<file path="src/rtl/rob_pkg.sv">
package rob_pkg;
  typedef enum logic [1:0] {
    HEAD_WAIT   = 2'd0,
    HEAD_RETIRE = 2'd1,
    HEAD_TRAP   = 2'd2
  } head_act_e;
endpackage

</file>
<file path="src/rtl/rob_storage.sv">
module rob_storage #(
  parameter int DEPTH = 4,
  parameter int IW    = 2,
  parameter int XLEN  = 16,
  parameter int AW    = 3
) (
  input  logic            clk,
  input  logic            rst,
  input  logic            flush,
  input  logic            alloc_en,
  input  logic [IW-1:0]   alloc_idx,
  input  logic [AW-1:0]   alloc_dest,
  input  logic            wr_en,
  input  logic [IW-1:0]   wr_idx,
  input  logic [XLEN-1:0] wr_val,
  input  logic            wr_exc,
  input  logic [IW-1:0]   head_idx,
  output logic            head_done,
  output logic            head_exc,
  output logic [AW-1:0]   head_dest,
  output logic [XLEN-1:0] head_val,
  input  logic [IW-1:0]   rd_idx_a,
  output logic [XLEN-1:0] rd_val_a,
  input  logic [IW-1:0]   rd_idx_b,
  output logic [XLEN-1:0] rd_val_b
);
  // value and destination arrays carry no reset so they map onto RAM
  logic [XLEN-1:0] val_mem  [DEPTH];
  logic [AW-1:0]   dest_mem [DEPTH];
  logic [DEPTH-1:0] done_q;
  logic [DEPTH-1:0] exc_q;

  always_ff @(posedge clk) begin
    if (wr_en) val_mem[wr_idx] <= wr_val;
  end

  always_ff @(posedge clk) begin
    if (alloc_en) dest_mem[alloc_idx] <= alloc_dest;
  end

  always_ff @(posedge clk) begin
    if (rst || flush) begin
      done_q <= '0;
      exc_q  <= '0;
    end else begin
      if (alloc_en) begin
        done_q[alloc_idx] <= 1'b0;
        exc_q[alloc_idx]  <= 1'b0;
      end
      if (wr_en) begin
        done_q[wr_idx] <= 1'b1;
        exc_q[wr_idx]  <= wr_exc;
      end
    end
  end

  assign head_done = done_q[head_idx];
  assign head_exc  = exc_q[head_idx];
  assign head_dest = dest_mem[head_idx];
  assign head_val  = val_mem[head_idx];
  assign rd_val_a  = val_mem[rd_idx_a];
  assign rd_val_b  = val_mem[rd_idx_b];
endmodule

</file>
<file path="src/rtl/rob_map.sv">
module rob_map #(
  parameter int NREG = 8,
  parameter int AW   = 3,
  parameter int TW   = 3
) (
  input  logic          clk,
  input  logic          rst,
  input  logic          flush,
  input  logic          ren_en,
  input  logic [AW-1:0] ren_reg,
  input  logic [TW-1:0] ren_tag,
  input  logic          cmp_en,
  input  logic [TW-1:0] cmp_tag,
  input  logic          ret_en,
  input  logic [AW-1:0] ret_reg,
  input  logic [TW-1:0] ret_tag,
  input  logic [AW-1:0] rd_reg_a,
  output logic [TW-1:0] rd_tag_a,
  output logic          rd_rdy_a,
  input  logic [AW-1:0] rd_reg_b,
  output logic [TW-1:0] rd_tag_b,
  output logic          rd_rdy_b
);
  logic [NREG-1:0][TW-1:0] tag_v;
  logic [NREG-1:0]         rdy_v;

  for (genvar g = 0; g < NREG; g++) begin : g_ent
    logic [TW-1:0] t_q;
    logic          r_q;
    always_ff @(posedge clk) begin
      if (rst || flush) begin
        t_q <= '0;
        r_q <= 1'b0;
      end else if (ren_en && ren_reg == AW'(g)) begin
        // a new rename wins over any event for the older producer
        t_q <= ren_tag;
        r_q <= 1'b0;
      end else if (ret_en && ret_reg == AW'(g) && t_q == ret_tag) begin
        t_q <= '0;
        r_q <= 1'b0;
      end else if (cmp_en && t_q != '0 && t_q == cmp_tag) begin
        r_q <= 1'b1;
      end
    end
    assign tag_v[g] = t_q;
    assign rdy_v[g] = r_q;
  end

  assign rd_tag_a = tag_v[rd_reg_a];
  assign rd_rdy_a = rdy_v[rd_reg_a];
  assign rd_tag_b = tag_v[rd_reg_b];
  assign rd_rdy_b = rdy_v[rd_reg_b];
endmodule

</file>
<file path="src/rtl/rob_core.sv">
module rob_core #(
  parameter int          XLEN       = 16,
  parameter int          NREG       = 8,
  parameter int          DEPTH      = 4,
  parameter int          PCW        = 32,
  parameter logic [31:0] HANDLER_PC = 32'h0000_0100,
  localparam int         AW         = $clog2(NREG),
  localparam int         IW         = $clog2(DEPTH),
  localparam int         TW         = $clog2(DEPTH + 1)
) (
  input  logic            clk,
  input  logic            rst,
  input  logic            disp_valid,
  input  logic [AW-1:0]   disp_dest,
  input  logic [AW-1:0]   disp_src_a,
  input  logic [AW-1:0]   disp_src_b,
  input  logic [XLEN-1:0] rf_val_a,
  input  logic [XLEN-1:0] rf_val_b,
  output logic            disp_ready,
  output logic [TW-1:0]   disp_tag,
  output logic            opa_ready,
  output logic [TW-1:0]   opa_tag,
  output logic [XLEN-1:0] opa_value,
  output logic            opb_ready,
  output logic [TW-1:0]   opb_tag,
  output logic [XLEN-1:0] opb_value,
  input  logic            cmp_valid,
  input  logic [TW-1:0]   cmp_tag,
  input  logic [XLEN-1:0] cmp_value,
  input  logic            cmp_exc,
  output logic            ret_we,
  output logic [AW-1:0]   ret_reg,
  output logic [XLEN-1:0] ret_value,
  output logic            flush_valid,
  output logic [PCW-1:0]  flush_pc
);
  import rob_pkg::*;

  logic [IW:0]     head_q, tail_q;
  logic            empty, full, disp_fire, cmp_fire;
  logic            head_done, head_exc;
  logic [AW-1:0]   head_dest;
  logic [XLEN-1:0] head_val, rob_val_a, rob_val_b;
  logic [TW-1:0]   head_tag, map_tag_a, map_tag_b;
  logic            map_rdy_a, map_rdy_b;
  head_act_e       head_act;

  assign empty = (head_q == tail_q);
  assign full  = (head_q[IW] != tail_q[IW]) && (head_q[IW-1:0] == tail_q[IW-1:0]);

  always_comb begin
    head_act = HEAD_WAIT;
    if (!empty && head_done) head_act = head_exc ? HEAD_TRAP : HEAD_RETIRE;
  end

  assign flush_valid = (head_act == HEAD_TRAP);
  assign ret_we      = (head_act == HEAD_RETIRE);
  assign flush_pc    = PCW'(HANDLER_PC);
  assign disp_ready  = !full && !flush_valid;
  assign disp_fire   = disp_valid && disp_ready;
  assign cmp_fire    = cmp_valid && !flush_valid;
  assign disp_tag    = TW'(tail_q[IW-1:0]) + TW'(1);
  assign head_tag    = TW'(head_q[IW-1:0]) + TW'(1);
  assign ret_reg     = head_dest;
  assign ret_value   = head_val;

  always_ff @(posedge clk) begin
    if (rst || flush_valid) begin
      head_q <= '0;
      tail_q <= '0;
    end else begin
      if (disp_fire) tail_q <= tail_q + (IW+1)'(1);
      if (ret_we)    head_q <= head_q + (IW+1)'(1);
    end
  end

  rob_storage #(.DEPTH(DEPTH), .IW(IW), .XLEN(XLEN), .AW(AW)) u_store (
    .clk       (clk),
    .rst       (rst),
    .flush     (flush_valid),
    .alloc_en  (disp_fire),
    .alloc_idx (tail_q[IW-1:0]),
    .alloc_dest(disp_dest),
    .wr_en     (cmp_fire),
    .wr_idx    (IW'(cmp_tag - TW'(1))),
    .wr_val    (cmp_value),
    .wr_exc    (cmp_exc),
    .head_idx  (head_q[IW-1:0]),
    .head_done (head_done),
    .head_exc  (head_exc),
    .head_dest (head_dest),
    .head_val  (head_val),
    .rd_idx_a  (IW'(map_tag_a - TW'(1))),
    .rd_val_a  (rob_val_a),
    .rd_idx_b  (IW'(map_tag_b - TW'(1))),
    .rd_val_b  (rob_val_b)
  );

  rob_map #(.NREG(NREG), .AW(AW), .TW(TW)) u_map (
    .clk     (clk),
    .rst     (rst),
    .flush   (flush_valid),
    .ren_en  (disp_fire),
    .ren_reg (disp_dest),
    .ren_tag (disp_tag),
    .cmp_en  (cmp_fire),
    .cmp_tag (cmp_tag),
    .ret_en  (ret_we),
    .ret_reg (head_dest),
    .ret_tag (head_tag),
    .rd_reg_a(disp_src_a),
    .rd_tag_a(map_tag_a),
    .rd_rdy_a(map_rdy_a),
    .rd_reg_b(disp_src_b),
    .rd_tag_b(map_tag_b),
    .rd_rdy_b(map_rdy_b)
  );

  // operand selection: register file, completed buffer slot, or wait tag
  assign opa_ready = (map_tag_a == '0) || map_rdy_a;
  assign opa_tag   = opa_ready ? '0 : map_tag_a;
  assign opa_value = (map_tag_a == '0) ? rf_val_a : rob_val_a;
  assign opb_ready = (map_tag_b == '0) || map_rdy_b;
  assign opb_tag   = opb_ready ? '0 : map_tag_b;
  assign opb_value = (map_tag_b == '0) ? rf_val_b : rob_val_b;
endmodule

</file>
<file path="config.mk">
export PLATFORM = sky130hd
export DESIGN_NAME = rob_core
export DESIGN_NICKNAME = d
export VERILOG_FILES = /design/src/rtl/rob_pkg.sv /design/src/rtl/rob_storage.sv /design/src/rtl/rob_map.sv /design/src/rtl/rob_core.sv
export SDC_FILE = /design/constraint.sdc
export NUM_CORES = 1
export LEC_CHECK = 0
export ABC_CLOCK_PERIOD_IN_PS = 7020
export BUFFER_PORTS_ARGS = -buffer_cell sky130_fd_sc_hd__buf_4
export CAP_MARGIN = 0
export CELL_PAD_IN_SITES_DETAIL_PLACEMENT = 1
export CELL_PAD_IN_SITES_GLOBAL_PLACEMENT = 1
export CORE_UTILIZATION = 40
export CTS_BUF_LIST = sky130_fd_sc_hd__clkbuf_8
export DETAILED_ROUTE_END_ITERATION = 6
export PLACE_DENSITY_LB_ADDON = 0.3
export RECOVER_POWER = 50
export SKIP_CTS_REPAIR_TIMING = 1
export SKIP_LAST_GASP = 1
export SYNTH_ARGS = -nofsm -noshare
export SYNTH_HDL_FRONTEND = slang
export SYNTH_SLANG_ARGS = --single-unit
</file>
<file path="constraint.sdc">
create_clock -name clk -period 7.02 [get_ports clk]
set_input_delay 0.351 -clock clk [delete_from_list [all_inputs] [get_ports clk]]
set_output_delay 0.351 -clock clk [all_outputs]
set_load 0.02 [all_outputs]
</file>
== Word level (Yosys, flattened, before mapping) ==
Memory sizes are Yosys's and may differ from the RTL's. A register that Yosys moved wholly into a read port is not among the register bits.
Cells that the tools add are included.

* Register bits after elaboration: 46
* Memory bits (writable): 76
* Output and inout bits: 97
* Memories kept: 2
* Input port bits: 65

{| class="wikitable"
|+ Memory list
! memory !! depth !! bits a word !! read ports !! clocked after memory_dff !! write ports !! line !! RTL
|-
| u_store.val_mem || 4 || 16 || 3 || 1 || 1 || rob_storage.sv:28 || <nowiki>logic [XLEN-1:0] val_mem [DEPTH];</nowiki>
|-
| u_store.dest_mem || 4 || 3 || 1 || 1 || 1 || rob_storage.sv:29 || <nowiki>logic [AW-1:0] dest_mem [DEPTH];</nowiki>
|}

* $lt $le $gt $ge: 7
* Reduce and logical (&&, ||, !) cells: 81
* Multiplexer cells: 53
* Equality and inequality tests: 35
* Bitwise logic cells: 4
* $add $sub $neg: 7

{| class="wikitable"
|+ Operator list
! cell !! number
|-
| 2-to-1 mux 3 bit || 20
|-
| == test 3 bit || 17
|-
| logical AND 1 bit || 47
|-
| 2-to-1 mux 16 bit || 2
|-
| == test 3 bit (second input constant) || 8
|-
| 2-to-1 mux 4 bit || 6
|-
| nonzero test 3 bit || 8
|-
| OR reduction 3 bit || 8
|-
| binary-select mux 3 bit (select 3 bit) || 2
|-
| nonzero test 2 bit || 8
|-
| == test 3 x 2 -> 1 bit (second input constant) || 4
|-
| logical NOT 3 bit || 4
|-
| 2-to-1 mux 2 bit || 6
|-
| 2-to-1 mux 1 bit || 10
|-
| less-than comparator 2 x 3 -> 1 bit (second input constant) || 3
|-
| AND 4 bit || 2
|-
| less-than comparator 3 x 4 -> 1 bit (second input constant) || 2
|-
| adder 2 x 1 -> 3 bit (second input constant) || 2
|-
| adder 3 x 1 -> 3 bit (second input constant) || 2
|-
| binary-select mux 1 bit (select 3 bit) || 2
|-
| == test 3 x 1 -> 1 bit (second input constant) || 2
|-
| subtractor 2 x 1 -> 2 bit (second input constant) || 3
|-
| binary-select mux 1 bit (select 2 bit) || 2
|-
| bitwise mux 4 bit || 1
|-
| other kinds (10) || 16
|}

== Longest topological paths before layout ==
* Depth in word-level cells: 12
* Mapped depth: 10
* Depth with buffers taken out: 6

== Modules after synthesis ==
Synthesis repeated with hierarchy kept, for this count alone.

* Cells, all modules: 549
* Area, all modules: 7428.4 um2

{| class="wikitable"
|+ Modules (own cells, without submodules)
! module !! cells an instance !! sequential area each (um2) !! area an instance (um2) !! times used
|-
| rob_storage || 183 || 2442.3 || 4012.6 || 1
|-
| rob_map || 226 || 640.6 || 2273.4 || 1
|-
| rob_core || 140 || 120.1 || 1142.3 || 1
|}

== Worst setup path after synthesis ==
Ideal clock, no wire load.

* Path kind: register to register
* Start: register head_q[0]
* End: memory u_store.val_mem[2][0], enable pin
* Library setup time: 0.419 ns
* Period minus slack after synthesis: 3.187 ns
* Cell stages (with the launch flop): 6
* Arrival time: 2.767 ns
* Path slack: 3.833 ns
* Cells stage by stage: dfxtp_1 > mux4_2 > o311ai_4 > inv_2 > buf_2 > nor3b_1

* Longest elaborated chain between the ends: 9

{| class="wikitable"
|+ RTL lines
! what !! line !! RTL
|-
| from (decl) || rob_core.sv:39 || <nowiki>logic [IW:0] head_q, tail_q;</nowiki>
|-
| from (signal assigned) || rob_core.sv:73 || <nowiki>if (ret_we) head_q <= head_q + (IW+1)'(1);</nowiki>
|-
| binary-select mux 1 bit (select 2 bit) (tied with other cells) || rob_storage.sv:58 || <nowiki>assign head_exc = exc_q[head_idx];</nowiki>
|-
| 2-to-1 mux 1 bit (not written as such) (tied with other cells) || rob_storage.sv:58 ||
|-
| 2-to-1 mux 2 bit or logical AND 1 bit (tied branches) || rob_core.sv:53 || <nowiki>if (!empty && head_done) head_act = head_exc ? HEAD_TRAP : HEAD_RETIRE;</nowiki>
|-
| 2-to-1 mux 2 bit (*) || rob_core.sv:53 ||
|-
| == test 2 bit (*) || rob_core.sv:56 || <nowiki>assign flush_valid = (head_act == HEAD_TRAP);</nowiki>
|-
| net flush_valid || rob_core.sv:34 || <nowiki>output logic flush_valid,</nowiki>
|-
| logical NOT 1 bit (*) || rob_core.sv:61 || <nowiki>assign cmp_fire = cmp_valid && !flush_valid;</nowiki>
|-
| logical AND 1 bit (*) || rob_core.sv:61 ||
|-
| 2-to-1 mux 1 bit (*) || rob_storage.sv:34 || <nowiki>if (wr_en) val_mem[wr_idx] <= wr_val;</nowiki>
|-
| 2-to-1 mux 1 bit (not written as such) (*) || rob_storage.sv:34 ||
|-
| to (decl) || rob_storage.sv:28 ||
|}

The timed path passes the listed nets; every way through them passes the cells marked *. The select of a mux whose other input is x is not followed.

== Worst setup path in the final report ==
* Start: register u_map.g_ent[6].t_q[0]
* End: output opa_value[8]

* Longest elaborated chain between the ends: 5

{| class="wikitable"
|+ RTL lines
! what !! line !! RTL
|-
| from (decl) || rob_map.sv:28 || <nowiki>logic [TW-1:0] t_q;</nowiki>
|-
| from (signal assigned) || rob_map.sv:36 || <nowiki>t_q <= ren_tag;</nowiki>
|-
| binary-select mux 3 bit (select 3 bit) (*) || rob_map.sv:49 || <nowiki>assign rd_tag_a = tag_v[rd_reg_a];</nowiki>
|-
| 2-to-1 mux 3 bit (not written as such) (*) || rob_map.sv:49 ||
|-
| subtractor 2 x 1 -> 2 bit || rob_core.sv:93 || <nowiki>.rd_idx_a (IW'(map_tag_a - TW'(1))),</nowiki>
|-
| memory read (4 x 16 bit) || -- ||
|-
| 2-to-1 mux 16 bit (*) || rob_core.sv:122 || <nowiki>assign opa_value = (map_tag_a == '0) ? rf_val_a : rob_val_a;</nowiki>
|-
| to (decl) || rob_core.sv:23 || <nowiki>output logic [XLEN-1:0] opa_value,</nowiki>
|}

Every way passes the cells marked *; elsewhere a longest branch is shown, timed or not. The select of a mux whose other input is x is not followed.

==> results.cfg <==
[global_route]
grt_max_degree = 34
grt_pass1_vias = 5789
grt_pass1_wl_mm = 32.4
grt_usage_pct = 23.1
grt_overflow = 0
antenna_found_initial = 0

[worst_hold_path]
min_path_type = input pin to register

[floorplanning]
dieArea_sq_mm = 0.0190
rows = 49
die_width_um = 138
die_y_um = 138
io_pins = 162
core_sq_mm = 0.0180
start_util_pct = 40.9

[worst_setup_path]
endpoint_kind = output port
crit_arrival_ns = 4.51
worst-path-max-fanout = 21
critical_path_required_ns = 6.67
crit_path_start_kind = register
path_class = register to output port

[pwr]
power_mw = 1.71
power.switching_mw = 0.490
p_clk_share_pct = 34.7
p_per_area_mw_per_mm2 = 199
switching_share_pct = 28.7
power.leakage_nw = 3.34
ir_drop_uv = 110
internal_power_mw = 1.22
p_comb_share_pct = 17.3
p_seq_share_pct = 48.0

[drt]
viasPerCell = 5.77
final_antenna_net_count = 0
firstDrtPassIters = 5
vias = 5819
wl_mm = 21.6
drt-wirelength-per-cell_um = 21.4
initialDrtViolationCount = 405
drcViolationCount = 0

[synth]
synthAdderAreaFrac_pct = 1.19
async_reset_ff_share_pct = 0
synth-compound-area-share_pct = 11.7
syn_area_per_cell_sq_um = 11.3
ys_seq_elements = 124
synth-edff-count = 76
synthXorXnorAreaFrac_pct = 5.69
postSynthCellCount = 655
yosysSeqAreaShare_pct = 44.0
yosysWarningCount = 0
ys.flop_type = edfxtp_1
synth_area_sq_mm = 0.00737
synth_top_family_by_area = multiplexers
muxShareOfSynthArea_pct = 17.2
synth-simple-area-share_pct = 13.7
synthDistinctLibCells = 48

[timing]
slew_headroom_pct = -6.40
period_share_pct = 69.3
rsz0062_at_grt = false
setup_viol = 0
fmax_mhz = 206
hold_viol_final = 0
tightest_slew_ns = 1.60
fin_crit_ns = 4.86
finalMaxSlewViolations = 22
fin_skew_ns = 0.0119
setup-tns-final_ns = 0

[final_layout]
final_core_util_pct = 47.6
area_delta_synth_final_pct = 16.3
nets = 840
diodes = 0
final_cell_mix = buf_4 (89), edfxtp_1 (76), nor2_1 (61)
drive_above_1_share_pct = 23.7
final_common_cell = buf_4
stdcell_count = 1009
fin_area_sq_mm = 0.00857

[placement]
dp_hpwl_mm = 15.6
routabilityCongestion = 0.820
dp_cells = 978
post_dp_cell_area_sq_mm = 0.00840
portBuffers = 129

[clock_network]
cts_tree = built
cts.path.max_buffers = 2
cts_sinks = 124
ctsRootBufferMaster = clkbuf_8
path_clk_slew_ns = 0.07
clkLatencyLatePin_ns = 0.45
cts_max_level = 4
numCtsBuffers = 17

[status]
violations = max-capacitance violations, max-slew violations
status = finished with violations

[flow_run]
maxCapViolCount = 1
## stage by stage
| stage | setup slack [ns] | hold slack [ns] |
|---|---|---|
| finish | 2.16 | 0.110 |
| global route | 1.94 | 0.0997 |
| CTS | 2.81 | 0.0848 |
| detailed placement | 3.18 | 0.471 |
| global placement | 3.24 | 0.439 |
| floorplan | 3.83 | 0.432 |
## metal layers
layer	vias up	share of wire, %	GRT usage [%]
met5	-	0	0
met4	0	1.4	7.00
met3	27	6.0	3.61
met2	219	49	39.8
met1	2928	43	29.7
li1	2645	-	-
## worst max-delay path: stages, from the launching register on
cell and delay (ns):
dfxtp_1 0.40, mux4_2 0.53, mux2i_4 0.15, clkbuf_1 1.17
ha_1 0.31, buf_4 0.24, and2_1 0.64, a22oi_1 0.21
a31oi_1 0.23, buf_4 0.17
## kinds of logic (layout without fill, tap and decap cells)
logic type      after synthesis  count (layout)
simple gates                194             194
flops                       124             124
compound gates              119             119
buf+inv                      83             178
mux                          79              79
xor+xnor                     47              47
fa+ha+maj                     7               7
other cells                   2              32
## Yosys cell counts (3+ instances only)
master | n | area (sq um)
a21oi_1 | 20 | 100
a22o_1 | 21 | 184
a22oi_1 | 30 | 225
a31oi_1 | 31 | 194
a32o_1 | 3 | 30.0
and3_1 | 5 | 31.3
buf_2 | 15 | 75.1
buf_4 | 37 | 278
clkbuf_1 | 21 | 78.8
dfxtp_1 | 48 | 961
edfxtp_1 | 76 | 2280
ha_1 | 7 | 87.6
inv_1 | 6 | 22.5
mux2i_1 | 42 | 420
mux4_1 | 4 | 105
mux4_2 | 33 | 743
nand2_1 | 16 | 60.1
nand2b_1 | 4 | 25.0
nand3_1 | 16 | 80.1
nand3b_1 | 3 | 22.5
nor2_1 | 61 | 229
nor2b_1 | 6 | 37.5
nor3_1 | 18 | 90.1
nor3b_1 | 5 | 37.5
nor4_1 | 14 | 87.6
o21a_1 | 8 | 60.1
or2_2 | 31 | 194
or4_1 | 3 | 22.5
xnor2_1 | 19 | 166
xor2_1 | 27 | 236
## sequential cells by signal (all words and copies together) (netlist names), named ones only
register          count
tail_q                3
u_map.g_ent.t_q      24
u_map.g_ent.r_q       8
u_store.dest_mem     12
head_q                3
u_store.val_mem      64
u_store.done_q        4
u_store.exc_q         4
## final cells by class
| type | instances | area [sq um] |
|---|---|---|
| Fill cell | 2006 | 9450 |
| Timing Repair Buffer | 139 | 856 |
| Clock inverter | 14 | 133 |
| Multi-Input combinational cell | 478 | 3790 |
| Clock buffer | 17 | 234 |
| Inverter | 8 | 30.0 |
| Tap cell | 229 | 287 |
| Sequential cell | 124 | 3240 |
## worst paths after layout
path                                       from                          end  slack (ns)  cells past startpoint
max          u_map.g_ent[6].t_q[0]$_SDFFE_PP0P_                 opa_value[8]        2.16                      9
max reg2reg              head_q[0]$_SDFFE_PP0P_  u_store.exc_q[0]$_SDFF_PP0_        3.06                      7
min                                         rst       head_q[1]$_SDFFE_PP0P_        0.11                      2
min reg2reg         u_store.exc_q[3]$_SDFF_PP0_  u_store.exc_q[3]$_SDFF_PP0_        0.48                      2
## power by group through the flow
stage | combinational, mW | sequential, mW | clock [mW]
global placement | 0.301 | 0.834 | 0
global route | 0.319 | 0.824 | 0.625
floorplan | 0.205 | 0.827 | 0
finish | 0.295 | 0.821 | 0.593
detailed placement | 0.308 | 0.837 | 0
CTS | 0.309 | 0.820 | 0.600
Note: power is estimated with default switching activity, not from simulation.
